==> src/rtl/uart_irq_pkg.sv <==
package uart_irq_pkg;

    localparam int unsigned ID_W   = 6;
    localparam int unsigned IER_W  = 6;
    localparam int unsigned NPRIO  = 7;
    localparam int unsigned NSTICK = 7;
    localparam int unsigned MSR_W  = 4;

    localparam logic [ID_W-1:0] ID_NONE = 6'h01;
    localparam logic [ID_W-1:0] ID_LINE = 6'h06;
    localparam logic [ID_W-1:0] ID_TOUT = 6'h0C;
    localparam logic [ID_W-1:0] ID_RXD  = 6'h04;
    localparam logic [ID_W-1:0] ID_THRE = 6'h02;
    localparam logic [ID_W-1:0] ID_MDM  = 6'h00;
    localparam logic [ID_W-1:0] ID_XCHR = 6'h10;
    localparam logic [ID_W-1:0] ID_FLOW = 6'h20;

    // priority rank, 0 is most urgent
    typedef enum int unsigned {
        P_LINE = 0,
        P_TOUT = 1,
        P_RXD  = 2,
        P_THRE = 3,
        P_MDM  = 4,
        P_XCHR = 5,
        P_FLOW = 6
    } prio_e;

    // sticky flag slots
    typedef enum int unsigned {
        S_OVR  = 0,
        S_TOUT = 1,
        S_THRE = 2,
        S_MDM  = 3,
        S_XOFF = 4,
        S_SPEC = 5,
        S_FLOW = 6
    } stick_e;

    typedef struct packed {
        logic flow;
        logic xchr;
        logic modem;
        logic line;
        logic thre;
        logic rxd;
    } ier_t;

    function automatic logic [ID_W-1:0] prio_code(input int unsigned rank);
        logic [ID_W-1:0] c;
        case (rank)
            P_LINE:  c = ID_LINE;
            P_TOUT:  c = ID_TOUT;
            P_RXD:   c = ID_RXD;
            P_THRE:  c = ID_THRE;
            P_MDM:   c = ID_MDM;
            P_XCHR:  c = ID_XCHR;
            P_FLOW:  c = ID_FLOW;
            default: c = ID_NONE;
        endcase
        return c;
    endfunction

endpackage

==> src/rtl/uart_irq_sticky.sv <==
module uart_irq_sticky #(
    parameter int unsigned N = 7
) (
    input  logic         clk,
    input  logic         rst,
    input  logic [N-1:0] set_v,
    input  logic [N-1:0] clr_v,
    output logic [N-1:0] q
);

    generate
        for (genvar i = 0; i < N; i++) begin : g_flag
            always_ff @(posedge clk) begin
                if (rst)
                    q[i] <= 1'b0;
                else if (set_v[i])
                    q[i] <= 1'b1;
                else if (clr_v[i])
                    q[i] <= 1'b0;
            end


            set_wins_chk: assert property (@(posedge clk) disable iff (rst)
                set_v[i] |=> q[i]);
        end
    endgenerate

endmodule

==> src/rtl/uart_irq_arb.sv <==
module uart_irq_arb
    import uart_irq_pkg::*;
#(
    parameter int unsigned NSRC = NPRIO
) (
    input  logic [NSRC-1:0] req,
    output logic [ID_W-1:0] id,
    output logic            none
);

    logic [NSRC:0]   blk;
    logic [NSRC-1:0] gnt;

    assign blk[0] = 1'b0;

    generate
        for (genvar i = 0; i < NSRC; i++) begin : g_chain
            assign blk[i+1] = blk[i] | req[i];
            assign gnt[i]   = req[i] & ~blk[i];
        end
    endgenerate

    always_comb begin
        id = ID_NONE;
        for (int unsigned i = 0; i < NSRC; i++) begin
            if (gnt[i])
                id = prio_code(i);
        end
    end

    assign none = ~blk[NSRC];

endmodule

==> src/rtl/uart_irq_id.sv <==
module uart_irq_id
    import uart_irq_pkg::*;
(
    input  logic             clk,
    input  logic             rst,
    input  logic [IER_W-1:0] ier,
    input  logic             rx_err_level,
    input  logic             overrun_evt,
    input  logic             rx_timeout_evt,
    input  logic             rx_ready,
    input  logic             thr_empty_evt,
    input  logic [MSR_W-1:0] msr_delta,
    input  logic             xoff_evt,
    input  logic             special_evt,
    input  logic             xon_evt,
    input  logic             flow_inactive_evt,
    input  logic             iir_rd,
    input  logic             lsr_rd,
    input  logic             rhr_rd,
    input  logic             msr_rd,
    input  logic             thr_wr,
    output logic [ID_W-1:0]  irq_id,
    output logic             irq_none,
    output logic             irq_o
);

    ier_t              en;
    logic [NSTICK-1:0] st_set;
    logic [NSTICK-1:0] st_clr;
    logic [NSTICK-1:0] st_q;
    logic [NPRIO-1:0]  req;

    assign en = ier_t'(ier);

    always_comb begin
        st_set          = '0;
        st_set[S_OVR]   = overrun_evt;
        st_set[S_TOUT]  = rx_timeout_evt;
        st_set[S_THRE]  = thr_empty_evt;
        st_set[S_MDM]   = |msr_delta;
        st_set[S_XOFF]  = xoff_evt;
        st_set[S_SPEC]  = special_evt;
        st_set[S_FLOW]  = flow_inactive_evt;

        st_clr          = '0;
        st_clr[S_OVR]   = lsr_rd;
        st_clr[S_TOUT]  = rhr_rd;
        st_clr[S_THRE]  = thr_wr | (iir_rd && irq_id == ID_THRE);
        st_clr[S_MDM]   = msr_rd;
        st_clr[S_XOFF]  = xon_evt;
        st_clr[S_SPEC]  = lsr_rd;
        st_clr[S_FLOW]  = iir_rd && irq_id == ID_FLOW;
    end

    uart_irq_sticky #(.N(NSTICK)) u_sticky (
        .clk   (clk),
        .rst   (rst),
        .set_v (st_set),
        .clr_v (st_clr),
        .q     (st_q)
    );

    always_comb begin
        req         = '0;
        req[P_LINE] = en.line  & (rx_err_level | st_q[S_OVR]);
        req[P_TOUT] = en.rxd   & st_q[S_TOUT];
        req[P_RXD]  = en.rxd   & rx_ready;
        req[P_THRE] = en.thre  & st_q[S_THRE];
        req[P_MDM]  = en.modem & st_q[S_MDM];
        req[P_XCHR] = en.xchr  & (st_q[S_XOFF] | st_q[S_SPEC]);
        req[P_FLOW] = en.flow  & st_q[S_FLOW];
    end

    uart_irq_arb #(.NSRC(NPRIO)) u_arb (
        .req  (req),
        .id   (irq_id),
        .none (irq_none)
    );

    assign irq_o = ~irq_none;


    none_code_chk: assert property (@(posedge clk) disable iff (rst)
        irq_none |-> irq_id == ID_NONE);


    line_wins_chk: assert property (@(posedge clk) disable iff (rst)
        (en.line && rx_err_level) |-> irq_id == ID_LINE);


    thr_wr_clear_chk: assert property (@(posedge clk) disable iff (rst)
        (thr_wr && !thr_empty_evt) |=> irq_id != ID_THRE);


    msr_rd_clear_chk: assert property (@(posedge clk) disable iff (rst)
        (msr_rd && msr_delta == '0) |=> irq_id != ID_MDM);


    tout_rank_chk: assert property (@(posedge clk) disable iff (rst)
        (en.rxd && st_q[S_TOUT]) |-> (irq_id == ID_TOUT || irq_id == ID_LINE));


    flow_read_clear_chk: assert property (@(posedge clk) disable iff (rst)
        (iir_rd && irq_id == ID_FLOW && !flow_inactive_evt) |=> irq_id != ID_FLOW);

endmodule

==> config.mk <==
export PLATFORM = sky130hd
export DESIGN_NAME = uart_irq_id
export DESIGN_NICKNAME = d
export VERILOG_FILES = /design/src/rtl/uart_irq_pkg.sv /design/src/rtl/uart_irq_sticky.sv /design/src/rtl/uart_irq_arb.sv /design/src/rtl/uart_irq_id.sv
export SDC_FILE = /design/constraint.sdc
export NUM_CORES = 1
export LEC_CHECK = 0
export ABC_CLOCK_PERIOD_IN_PS = 2300
export BUFFER_PORTS_ARGS = -buffer_cell sky130_fd_sc_hd__buf_2
export CAP_MARGIN = 10
export CORE_AREA = 2 2 39 41
export CTS_CLUSTER_SIZE = 20
export DETAILED_ROUTE_END_ITERATION = 10
export DIE_AREA = 0 0 41 43
export SLEW_MARGIN = 10
export SYNTH_ARGS = -nofsm -noshare
export SYNTH_HDL_FRONTEND = slang
export SYNTH_SLANG_ARGS = --single-unit
==> constraint.sdc <==
create_clock -name clk -period 2.3 [get_ports clk]
set_clock_uncertainty 0.1 [all_clocks]
set_input_delay 0.46 -clock clk [delete_from_list [all_inputs] [get_ports clk]]
set_output_delay 0.46 -clock clk [all_outputs]
set_load 0.1 [all_outputs]
==> summary.txt, run 1 <==
Yosys
  – Seq/Total Area, Yosys: 0.381
  – Syn Inst Count: 44
  – Post-synthesis cell area: ~370 um^2
  – Yosys synthesis warning count: 0
  – Synth unique cells: 16
  – Syn Area/Cell: about 8.4 um^2
  – Synth area leaders: dfxtp_1 38%, a21oi_1 11%, o21ai_4 8.8%
  – Flops & latches, synth: 7
  – Largest area contributor in the netlist: dfxtp_1
  – Synth top area share: 0.381
  – Net Count, Synth: 70

Power and ir drop
  – Leakage power: between 0.0003 and 0.0004 uW
  – Peak VDD IR: 0.000363 V
  – Cell area power density: 619 mW/mm^2

STA
  – Worst slew pin tran: ~480 ps
  – Slew Limit Fails: 0
  – Setup TNS: 0 ps
  – Final period util: 0.929
  – Max frequency: 468 MHz
  – RSZ-0062 raised after global routing: false
  – Minimum clock period: around 2100 ps
  – Endpoints failing setup: 0
  – Max-Slew Margin vs Limit: 0.679
  – Hold Vio Cnt, Final: 0

Final layout
  – Area added between synthesis and finish: 87.1%
  – Ant diodes: 0
  – Largest register FFs: 7
  – Largest regs: u_sticky.q x7
  – Layout cells sized above 1: 0.580
  – Layout Cells excl Fill: 97
  – Most flop-heavy register: u_sticky.q
  – Final net count: 108
  – Design Area, Final: between 600 and 700 um^2

Critical path
  – R2r startpoint: u_sticky.q[2]
  – Startpoint type of the worst setup path: register
  – Req. time, crit path: 1740 ps
  – Worst reg2reg path depth: 3
  – CP Buf/Inv Count: 1
  – Largest fanout on the critical path: 5
  – Data arrival, critical path: 1580 ps
  – Worst R2R Setup Slack: 950 ps
  – Capturing point of the worst reg2reg path: u_sticky.q[6]
  – Setup crit end kind: primary output
  – Delay-heaviest family, CP: buffers and inverters
  – CP peak stage delay: around 420 ps
  – Setup CP Type: reg -> out
  – Sequence of cells on the critical path: a22o_1 -> nand4b_4 -> nand2b_1 -> buf_2
  – CP max stage cell: buf_2

Drt
  – Vias: 446
  – Via density: 4.60
  – Final WL: 984 um
  – Drt drc: 0
  – Initial DRC count: 1
  – Wirelength per Cell: 10.1 um
  – Routed Antenna Nets: 0
  – DR pass1 iterations: 3

CTS
  – Root Driver: clkbuf_4
  – H-tree levels: 1
  – CTS clk-pin slew, worst paths: 50 ps
  – Hold-fix buffers, CTS: 0
  – CTS resizes: 0
  – TritonCTS clock tree: built
  – Clock latency on the worst-skew pair: 260 ps
  – Clk buf depth: 2
  – Post-CTS Setup Bufs: 0
  – CTS Buf Count: 3
  – Clk sinks: 7

Placed design
  – Port Buffer Count: 33
  – Placed Area: 657 um^2
  – Placed insts: 93
  – Hpwl dp: 807 um
  – GPL Wtd Cong: 0.649

Die
  – Core Area: around 0.0014 mm^2
  – Initial Util: 0.266
  – IO Count: 34
  – Core Rows: 14
  – Die height: 43 um
  – Die ar.: ~0.0018 mm^2
  – Chip Width: about 40 um

Min path
  – HP Start: xoff_evt
  – Hold Crit Endpoint: u_sticky.q[4]
  – Hold path depth: 3
  – Worst hold path class: in -> reg

Global route
  – All-layer global routing usage: 0.132
  – Number of global-route vias before repair: about 380
  – Initial antenna violation count: 0
  – Pin count of the biggest net entering global routing: 8
  – Global route overflow: 0
  – First-pass GRT wire length: ~1.5 mm

Run
  – Max_cap viols: 0

Run status
  – Status: complete, no violations
metrics by stage:
step / worst slack (ps) / util / power, uW / hold slack (ps)
after global placement: 173 / 0.475 / 312 / 365
after CTS: 87.5 / 0.495 / 434 / 296
after detailed placement: 153 / 0.475 / 313 / 376
final: 162 / 0.497 / 426 / 307
after floorplan: -157 / - / 255 / 343
after global routing: 42.9 / 0.497 / 451 / 296
cell usage after synthesis:
cell type,count
nand2b_1,3
dfxtp_1,7
nand3_1,1
a41o_2,1
nor3_1,1
o21ai_1,1
and3_1,1
inv_1,4
a21oi_1,8
nand2_1,4
nand4b_4,1
nor2_1,7
nor4_1,1
o31a_1,1
o21ai_4,2
a22o_1,1
worst max path at each step:
stage | depth (start not counted) | to | start
detailed placement | 5 | irq_o | ier[1]
finish | 4 | irq_o | u_sticky.q[2]
global placement | 5 | irq_o | ier[1]
CTS | 4 | irq_o | u_sticky.q[4]
floorplan | 3 | irq_id[4] | rx_err_level
global route | 4 | irq_o | u_sticky.q[2]
power breakdown:
| group | internal (uW) | switching, uW | leakage [uW] |
|---|---|---|---|
| logic | 57.0 | 116 | 0.000256 |
| registers | 130 | 7.95 | 0.0000586 |
| clock network | 63.8 | 51.2 | 0.0000177 |
placed cells by master, fill, tap and decap left out, drive strengths merged, types with 3 or more instances in the layout:
cell    count
nor2        7
nand2b      3
nand2       4
o21ai       3
a21oi       8
buf        33
inv         4
clkbuf      3
dfxtp       7
cell families after synthesis:
logic type	Yosys count	synth area share
DFF	7	0.381
and+or+nand+nor	19	0.289
buffers and inverters	4	0.0408
AOI/OAI and AO/OA	14	0.289
area by class of cell:
class                   count  area [um^2]
flip-flops and latches      7          140
well taps                  16         20.0
clock inverters             1         5.00
clock buffers               3         22.5
inverters                   4         15.0
repair buffers             33          225
fillers                   138          696
multi-input cells          33          260
per-layer routing:
| layer | part of all wire | GRT usage |
|---|---|---|
| met1 | 0.38 | 0.137 |
| met2 | 0.49 | 0.191 |
| met3 | 0.10 | 0.0838 |
| met4 | 0.024 | 0.0800 |
| met5 | 0 | 0 |
tightest hold or removal path, delay by kind of cell:
kind / cells / cell delay [ps]
buffers and inverters: 1 / 70
AND/OR/NAND/NOR: 1 / 60
AO/OA/AOI/OAI: 1 / 30
Power figures use the tool's default switching activity.
==> run 2: changes to the inputs <==
--- a/config.mk
+++ b/config.mk
@@ -8,10 +8,13 @@
 export ABC_CLOCK_PERIOD_IN_PS = 2300
 export BUFFER_PORTS_ARGS = -buffer_cell sky130_fd_sc_hd__buf_2
 export CAP_MARGIN = 10
-export CORE_AREA = 2 2 39 41
+export CELL_PAD_IN_SITES_DETAIL_PLACEMENT = 0
+export CELL_PAD_IN_SITES_GLOBAL_PLACEMENT = 1
+export CORE_MARGIN = 2
+export CORE_UTILIZATION = 24
 export CTS_CLUSTER_SIZE = 20
 export DETAILED_ROUTE_END_ITERATION = 10
-export DIE_AREA = 0 0 41 43
+export PLACE_DENSITY_LB_ADDON = 0.1
 export SLEW_MARGIN = 10
 export SYNTH_ARGS = -nofsm -noshare
 export SYNTH_HDL_FRONTEND = slang
==> run 2 against run 1 <==
Net effect: clock power is 9.6% lower; maximum frequency down 1.4%; first-iteration DRC count unchanged; worst setup slack worse by 31 ps.
==> summary.txt, run 2 (same netlist as run 1, synthesis figures left out) <==
CTS
  – Clk sinks: 7 (unchanged)
  – CTS clk-pin slew, worst paths: 50 ps (about the same)
  – Clock latency on the worst-skew pair: 240 ps (was 260 ps)
  – Post-CTS Setup Bufs: 0 (unchanged)
  – H-tree levels: 1 (unchanged)
  – TritonCTS clock tree: built (unchanged)
  – CTS resizes: 0 (unchanged)
  – Root Driver: clkbuf_4 (unchanged)
  – Clk buf depth: 2 (unchanged)
  – Hold-fix buffers, CTS: 0 (unchanged)
  – CTS Buf Count: 3 (unchanged)

Critical path
  – Largest fanout on the critical path: 5 (unchanged)
  – Req. time, crit path: 1740 ps (about the same)
  – Setup crit end kind: primary output (unchanged)
  – CP Buf/Inv Count: 1 (unchanged)
  – Startpoint type of the worst setup path: register (unchanged)
  – Stages on the worst setup path: 4 (unchanged)
  – Data arrival, critical path: 1610 ps (was 1580 ps)
  – Sequence of cells on the critical path: o21ai_1 -> nand4b_4 -> nand2b_1 -> buf_2 (was a22o_1 -> nand4b_4 -> nand2b_1 -> buf_2)
  – Worst reg2reg path depth: 3 (unchanged)
  – CP max stage cell: o21ai_1 (was buf_2)
  – Delay-heaviest family, CP: simple AND/OR/NAND/NOR gates (was buffers and inverters)
  – Setup CP Type: reg -> out (unchanged)
  – CP peak stage delay: 370 ps (was 420 ps)

Power and ir drop
  – Leakage power: 0.000329 uW (was 0.000333 uW)
  – Cell area power density: 605 mW/mm^2 (was 619 mW/mm^2)
  – Total Power: 414 uW (was 426 uW)
  – Peak VDD IR: 0.000407 V (was 0.000363 V)

Drt
  – Vias: 440 (was 446)
  – Wirelength per Cell: 9.55 um (was 10.1 um)
  – DR pass1 iterations: 2 (was 3)
  – Drt drc: 0 (unchanged)
  – Via density: 4.54 (was 4.60)
  – Final WL: 926 um (was 984 um)
  – Initial DRC count: 1 (unchanged)
  – Routed Antenna Nets: 0 (unchanged)

Run
  – Max_cap viols: 0 (unchanged)

STA
  – Endpoints failing setup: 0 (unchanged)
  – RSZ-0062 raised after global routing: false (unchanged)
  – Max frequency: 461 MHz (was 468 MHz)
  – Final period util: 0.943 (was 0.929)
  – Minimum clock period: 2170 ps (was 2140 ps)
  – Setup TNS: 0 ps (unchanged)
  – Slew Limit Fails: 0 (unchanged)
  – Hold Vio Cnt, Final: 0 (unchanged)
  – Max-Slew Margin vs Limit: 0.677 (was 0.679)
  – Worst slew pin tran: 488 ps (was 484 ps)

Die
  – IO Count: 34 (unchanged)
  – Core Rows: 14 (unchanged)
  – Core Area: 0.00147 mm^2 (was 0.00138 mm^2)
  – Die height: 43.2 um (was 43 um)
  – Chip Width: 43.2 um (was 41 um)
  – Die ar.: 0.00186 mm^2 (was 0.00176 mm^2)
  – Initial Util: 0.250 (was 0.266)

Global route
  – First-pass GRT wire length: 1.64 mm (was 1.48 mm)
  – Pin count of the biggest net entering global routing: 8 (unchanged)
  – Initial antenna violation count: 0 (unchanged)
  – Met2 Use GR: 0.203 (was 0.191)
  – Global route overflow: 0 (unchanged)
  – Met3 GRT Util: 0.0681 (was 0.0838)
  – All-layer global routing usage: 0.117 (was 0.132)
  – Number of global-route vias before repair: 443 (was 383)
  – GR peak layer: met2 (unchanged)
  – Met1 global-route usage: 0.124 (was 0.137)

Min path
  – Worst hold path class: in -> reg (unchanged)
  – Hold path depth: 3 (unchanged)

Run status
  – Status: complete, no violations (unchanged)

Final layout
  – Commonest non-fill, non-tap cells in the layout: 29 x buf_2, 7 x dfxtp_1, 6 x a21oi_1, 6 x nor2_1 (unchanged)
  – Largest register FFs: 7 (unchanged)
  – Final net count: 108 (unchanged)
  – Ant diodes: 0 (unchanged)
  – Largest regs: u_sticky.q x7 (unchanged)
  – Fill count: 152 (was 138)
  – Layout cells sized above 1: 0.556 (was 0.580)
  – Commonest non-fill, non-tap cell in the layout: buf_2 (unchanged)
  – Most flop-heavy register: u_sticky.q (unchanged)
  – Area added between synthesis and finish: 85.7% (was 87.1%)

Placed design
  – Port Buffer Count: 33 (unchanged)
  – GPL Wtd Cong: 0.719 (was 0.649)
  – Hpwl dp: 833 um (was 807 um)
run 2: worst register-to-register path, stage by stage (launching register included):
cell and delay (ps):
dfxtp_1 310, o21ai_1 370, nand4b_4 220, o31a_1 320
run 2: per-stage QoR:
stage               hold slack (ps)  cells  utilization  instance area, um^2  setup WS [ps]
floorplan                       343     44            -                  412           -157
global placement                370     93        0.446                  657            179
detailed placement              375     93        0.446                  657            162
CTS                             323     97        0.464                  683            100
global route                    324     97        0.464                  683           28.7
finish                          327     97        0.464                  683            131
run 2: worst paths after layout:
| path | startpoint | endpoint | slack, ps |
|---|---|---|---|
| worst max-delay path | u_sticky.q[4] | irq_o | 130 |
| worst min-delay path | rx_timeout_evt | u_sticky.q[1] | 330 |
| worst max register to register | u_sticky.q[4] | u_sticky.q[6] | 880 |
| worst min register to register | u_sticky.q[3] | u_sticky.q[3] | 370 |
run 2: area by class of cell:
class,count,area (um^2),area share
repair buffers,33,225,0.330
well taps,16,20.0,0.0293
flip-flops and latches,7,140,0.205
multi-input cells,33,256,0.375
inverters,4,15.0,0.0220
clock buffers,4,26.3,0.0385
run 2: power by group:
part / internal [uW] / total, uW / switching, uW
Sequential: 130 / 138 / 7.68
Clock: 65.7 / 104 / 38.3
Combinational: 56.6 / 172 / 115
Total: 252 / 414 / 161
run 2: routing by layer:
metal,wire (um),vias up
met5,0,-
met4,0,0
met3,103,0
met2,452,22
met1,370,187
li1,-,231
==> run 3: changes to the inputs <==
--- a/config.mk
+++ b/config.mk
@@ -11,7 +11,8 @@
 export CELL_PAD_IN_SITES_DETAIL_PLACEMENT = 0
 export CELL_PAD_IN_SITES_GLOBAL_PLACEMENT = 1
 export CORE_MARGIN = 2
-export CORE_UTILIZATION = 24
+export CORE_UTILIZATION = 25
+export CTS_BUF_LIST = sky130_fd_sc_hd__clkbuf_8
 export CTS_CLUSTER_SIZE = 20
 export DETAILED_ROUTE_END_ITERATION = 10
 export PLACE_DENSITY_LB_ADDON = 0.1
==> run 3 against run 2 <==
Net effect: flip-flop and latch count unchanged; design area up 2.6%; sequential share of layout area decreased by 0.51 points; core utilization increased by 6.1 points; clock power rose by 60%; clock-buffer cell count down 1; combinational power about the same; critical path depth stayed put; total power rose by 15%; worst setup slack improved by 11 ps; hold slack better by 12 ps; register-to-register slack about the same.
==> summary.txt, run 3 (same netlist as run 1, synthesis figures left out) <==
Run status
  – Status: complete, no violations (unchanged)

Global route
  – Pin count of the biggest net entering global routing: 8 (unchanged)
  – Global route overflow: 0 (unchanged)
  – Initial antenna violation count: 0 (unchanged)
  – First-pass GRT wire length: 1.50 mm (was 1.64 mm)
  – Number of global-route vias before repair: 391 (was 443)
  – All-layer global routing usage: 0.112 (was 0.117)

Critical path
  – CP max stage cell: o21ai_1 (unchanged)
  – Sequence of cells on the critical path: o21ai_1 -> nand4b_4 -> nand2b_1 -> buf_2 (unchanged)
  – Largest fanout on the critical path: 5 (unchanged)
  – Setup CP Type: reg -> out (unchanged)
  – Delay-heaviest family, CP: simple AND/OR/NAND/NOR gates (unchanged)
  – Startpoint type of the worst setup path: register (unchanged)
  – Data arrival, critical path: 1600 ps (was 1610 ps)
  – CP Buf/Inv Count: 1 (unchanged)
  – Req. time, crit path: 1740 ps (about the same)
  – CP peak stage delay: 370 ps (about the same)
  – Setup crit end kind: primary output (unchanged)

Final layout
  – Layout cells sized above 1: 0.556 (unchanged)
  – Layout Cells excl Fill: 96 (was 97)
  – Largest register FFs: 7 (unchanged)
  – Ant diodes: 0 (unchanged)
  – Final net count: 108 (unchanged)
  – Area added between synthesis and finish: 90.5% (was 85.7%)
  – Commonest non-fill, non-tap cells in the layout: 29 x buf_2, 7 x dfxtp_1, 6 x a21oi_1, 6 x nor2_1, 5 x inv_1 (was 29 x buf_2, 7 x dfxtp_1, 6 x a21oi_1, 6 x nor2_1)
  – Commonest non-fill, non-tap cell in the layout: buf_2 (unchanged)
  – Most flop-heavy register: u_sticky.q (unchanged)
  – Largest regs: u_sticky.q x7 (unchanged)
  – Design Area, Final: 701 um^2 (was 683 um^2)

CTS
  – CTS clk-pin slew, worst paths: 40 ps (was 50 ps)
  – Root Driver: clkbuf_8 (was clkbuf_4)
  – CTS resizes: 0 (unchanged)
  – Clk sinks: 7 (unchanged)
  – CTS Buf Count: 3 (unchanged)
  – Clock latency on the worst-skew pair: 220 ps (was 240 ps)
  – TritonCTS clock tree: built (unchanged)
  – H-tree levels: 1 (unchanged)
  – Post-CTS Setup Bufs: 0 (unchanged)
  – Clk buf depth: 2 (unchanged)
  – Hold-fix buffers, CTS: 0 (unchanged)

Die
  – Initial Util: 0.276 (was 0.250)
  – Die ar.: 0.00179 mm^2 (was 0.00186 mm^2)
  – Die height: 42.4 um (was 43.2 um)
  – Core Rows: 13 (was 14)
  – Core Area: 0.00133 mm^2 (was 0.00147 mm^2)
  – Chip Width: 42.4 um (was 43.2 um)
  – IO Count: 34 (unchanged)

STA
  – Max-Slew Margin vs Limit: 0.679 (was 0.677)
  – Slew Limit Fails: 0 (unchanged)
  – RSZ-0062 raised after global routing: false (unchanged)
  – Worst slew pin tran: 484 ps (was 488 ps)
  – Max frequency: 463 MHz (was 461 MHz)
  – Minimum clock period: 2160 ps (was 2170 ps)
  – Final period util: 0.938 (was 0.943)
  – Endpoints failing setup: 0 (unchanged)
  – Hold Vio Cnt, Final: 0 (unchanged)
  – Final worst-path setup slack: 142 ps (was 131 ps)

Placed design
  – GPL Wtd Cong: 0.725 (was 0.719)
  – Hpwl dp: 841 um (was 833 um)
  – Placed insts: 92 (was 93)
  – Pre-CTS setup slack: 171 ps (was 162 ps)
  – Port Buffer Count: 33 (unchanged)
  – Placed Area: 656 um^2 (was 657 um^2)

Drt
  – Final WL: 993 um (was 926 um)
  – Via density: 4.63 (was 4.54)
  – Routed Antenna Nets: 0 (unchanged)
  – DR pass1 iterations: 4 (was 2)
  – Initial DRC count: 9 (was 1)
  – Wirelength per Cell: 10.3 um (was 9.55 um)
  – Vias: 444 (was 440)
  – Drt drc: 0 (unchanged)

Min path
  – Worst hold path class: in -> reg (unchanged)

Power and ir drop
  – Sequential share of power: 0.290 (was 0.333)
  – Clock power share: 0.349 (was 0.252)
  – Comb power frac: 0.361 (was 0.416)
  – Leakage power: 0.000341 uW (was 0.000329 uW)
  – Peak VDD IR: 0.000342 V (was 0.000407 V)
  – Cell area power density: 680 mW/mm^2 (was 605 mW/mm^2)
  – Int Power: 302 uW (was 252 uW)
  – Net Sw Power: 175 uW (was 161 uW)
  – Switching Share: 0.366 (was 0.390)

Run
  – Max_cap viols: 0 (unchanged)
[run 3: changes by cell type in the layout (fill, tap and decap cells not counted), sizes merged]
cell    change
clkbuf      -1
inv         +1
[run 3: layout make-up]
type,count,area (um^2)
sequential,7,140
fill,136,633
timing repair buffer,33,225
clock buffer,3,41.3
inverter,4,15.0
tap,15,18.8
multi-input combinational,33,256
clock inverter,1,3.75
[run 3: path summary, 6_finish.rpt]
kind	to	slack, ps	cells past startpoint	from
hold / removal	u_sticky.q[4]	340	3	xoff_evt
hold reg to reg	u_sticky.q[3]	370	2	u_sticky.q[3]
setup / recovery	irq_o	140	4	u_sticky.q[4]
setup reg to reg	u_sticky.q[6]	870	3	u_sticky.q[4]
[run 3: power groups by stage]
| stage | Combinational (uW) | Sequential, uW | Clock [uW] |
|---|---|---|---|
| after floorplan | 116 | 139 | 0 |
| after global placement | 172 | 140 | 0 |
| after detailed placement | 173 | 140 | 0 |
| after CTS | 174 | 138 | 170 |
| after global routing | 180 | 139 | 183 |
| final | 172 | 138 | 166 |
[run 3: worst register-to-register path, stage by stage, from the launching register on]
cell and delay [ps]:
dfxtp_1 310, o21ai_1 370, nand4b_4 220, o31a_1 310
[run 3: through the flow]
stage	setup TNS [ps]	util	hold slack [ps]	total power, uW
6_report	0	0.525	339	477
5_1_grt	0	0.525	356	502
4_1_cts	0	0.525	339	482
3_5_place_dp	0	0.492	372	313
3_3_place_gp	0	0.492	365	312
2_1_floorplan	-157	-	343	255
[run 3: metal layers]
metal,vias up,share of wire,wire length [um],global-route usage
li1,227,-,-,-
met1,194,0.39,389,0.115
met2,23,0.50,501,0.197
met3,0,0.10,102,0.0690
met4,0,0,0,0.0188
met5,-,0,0,0
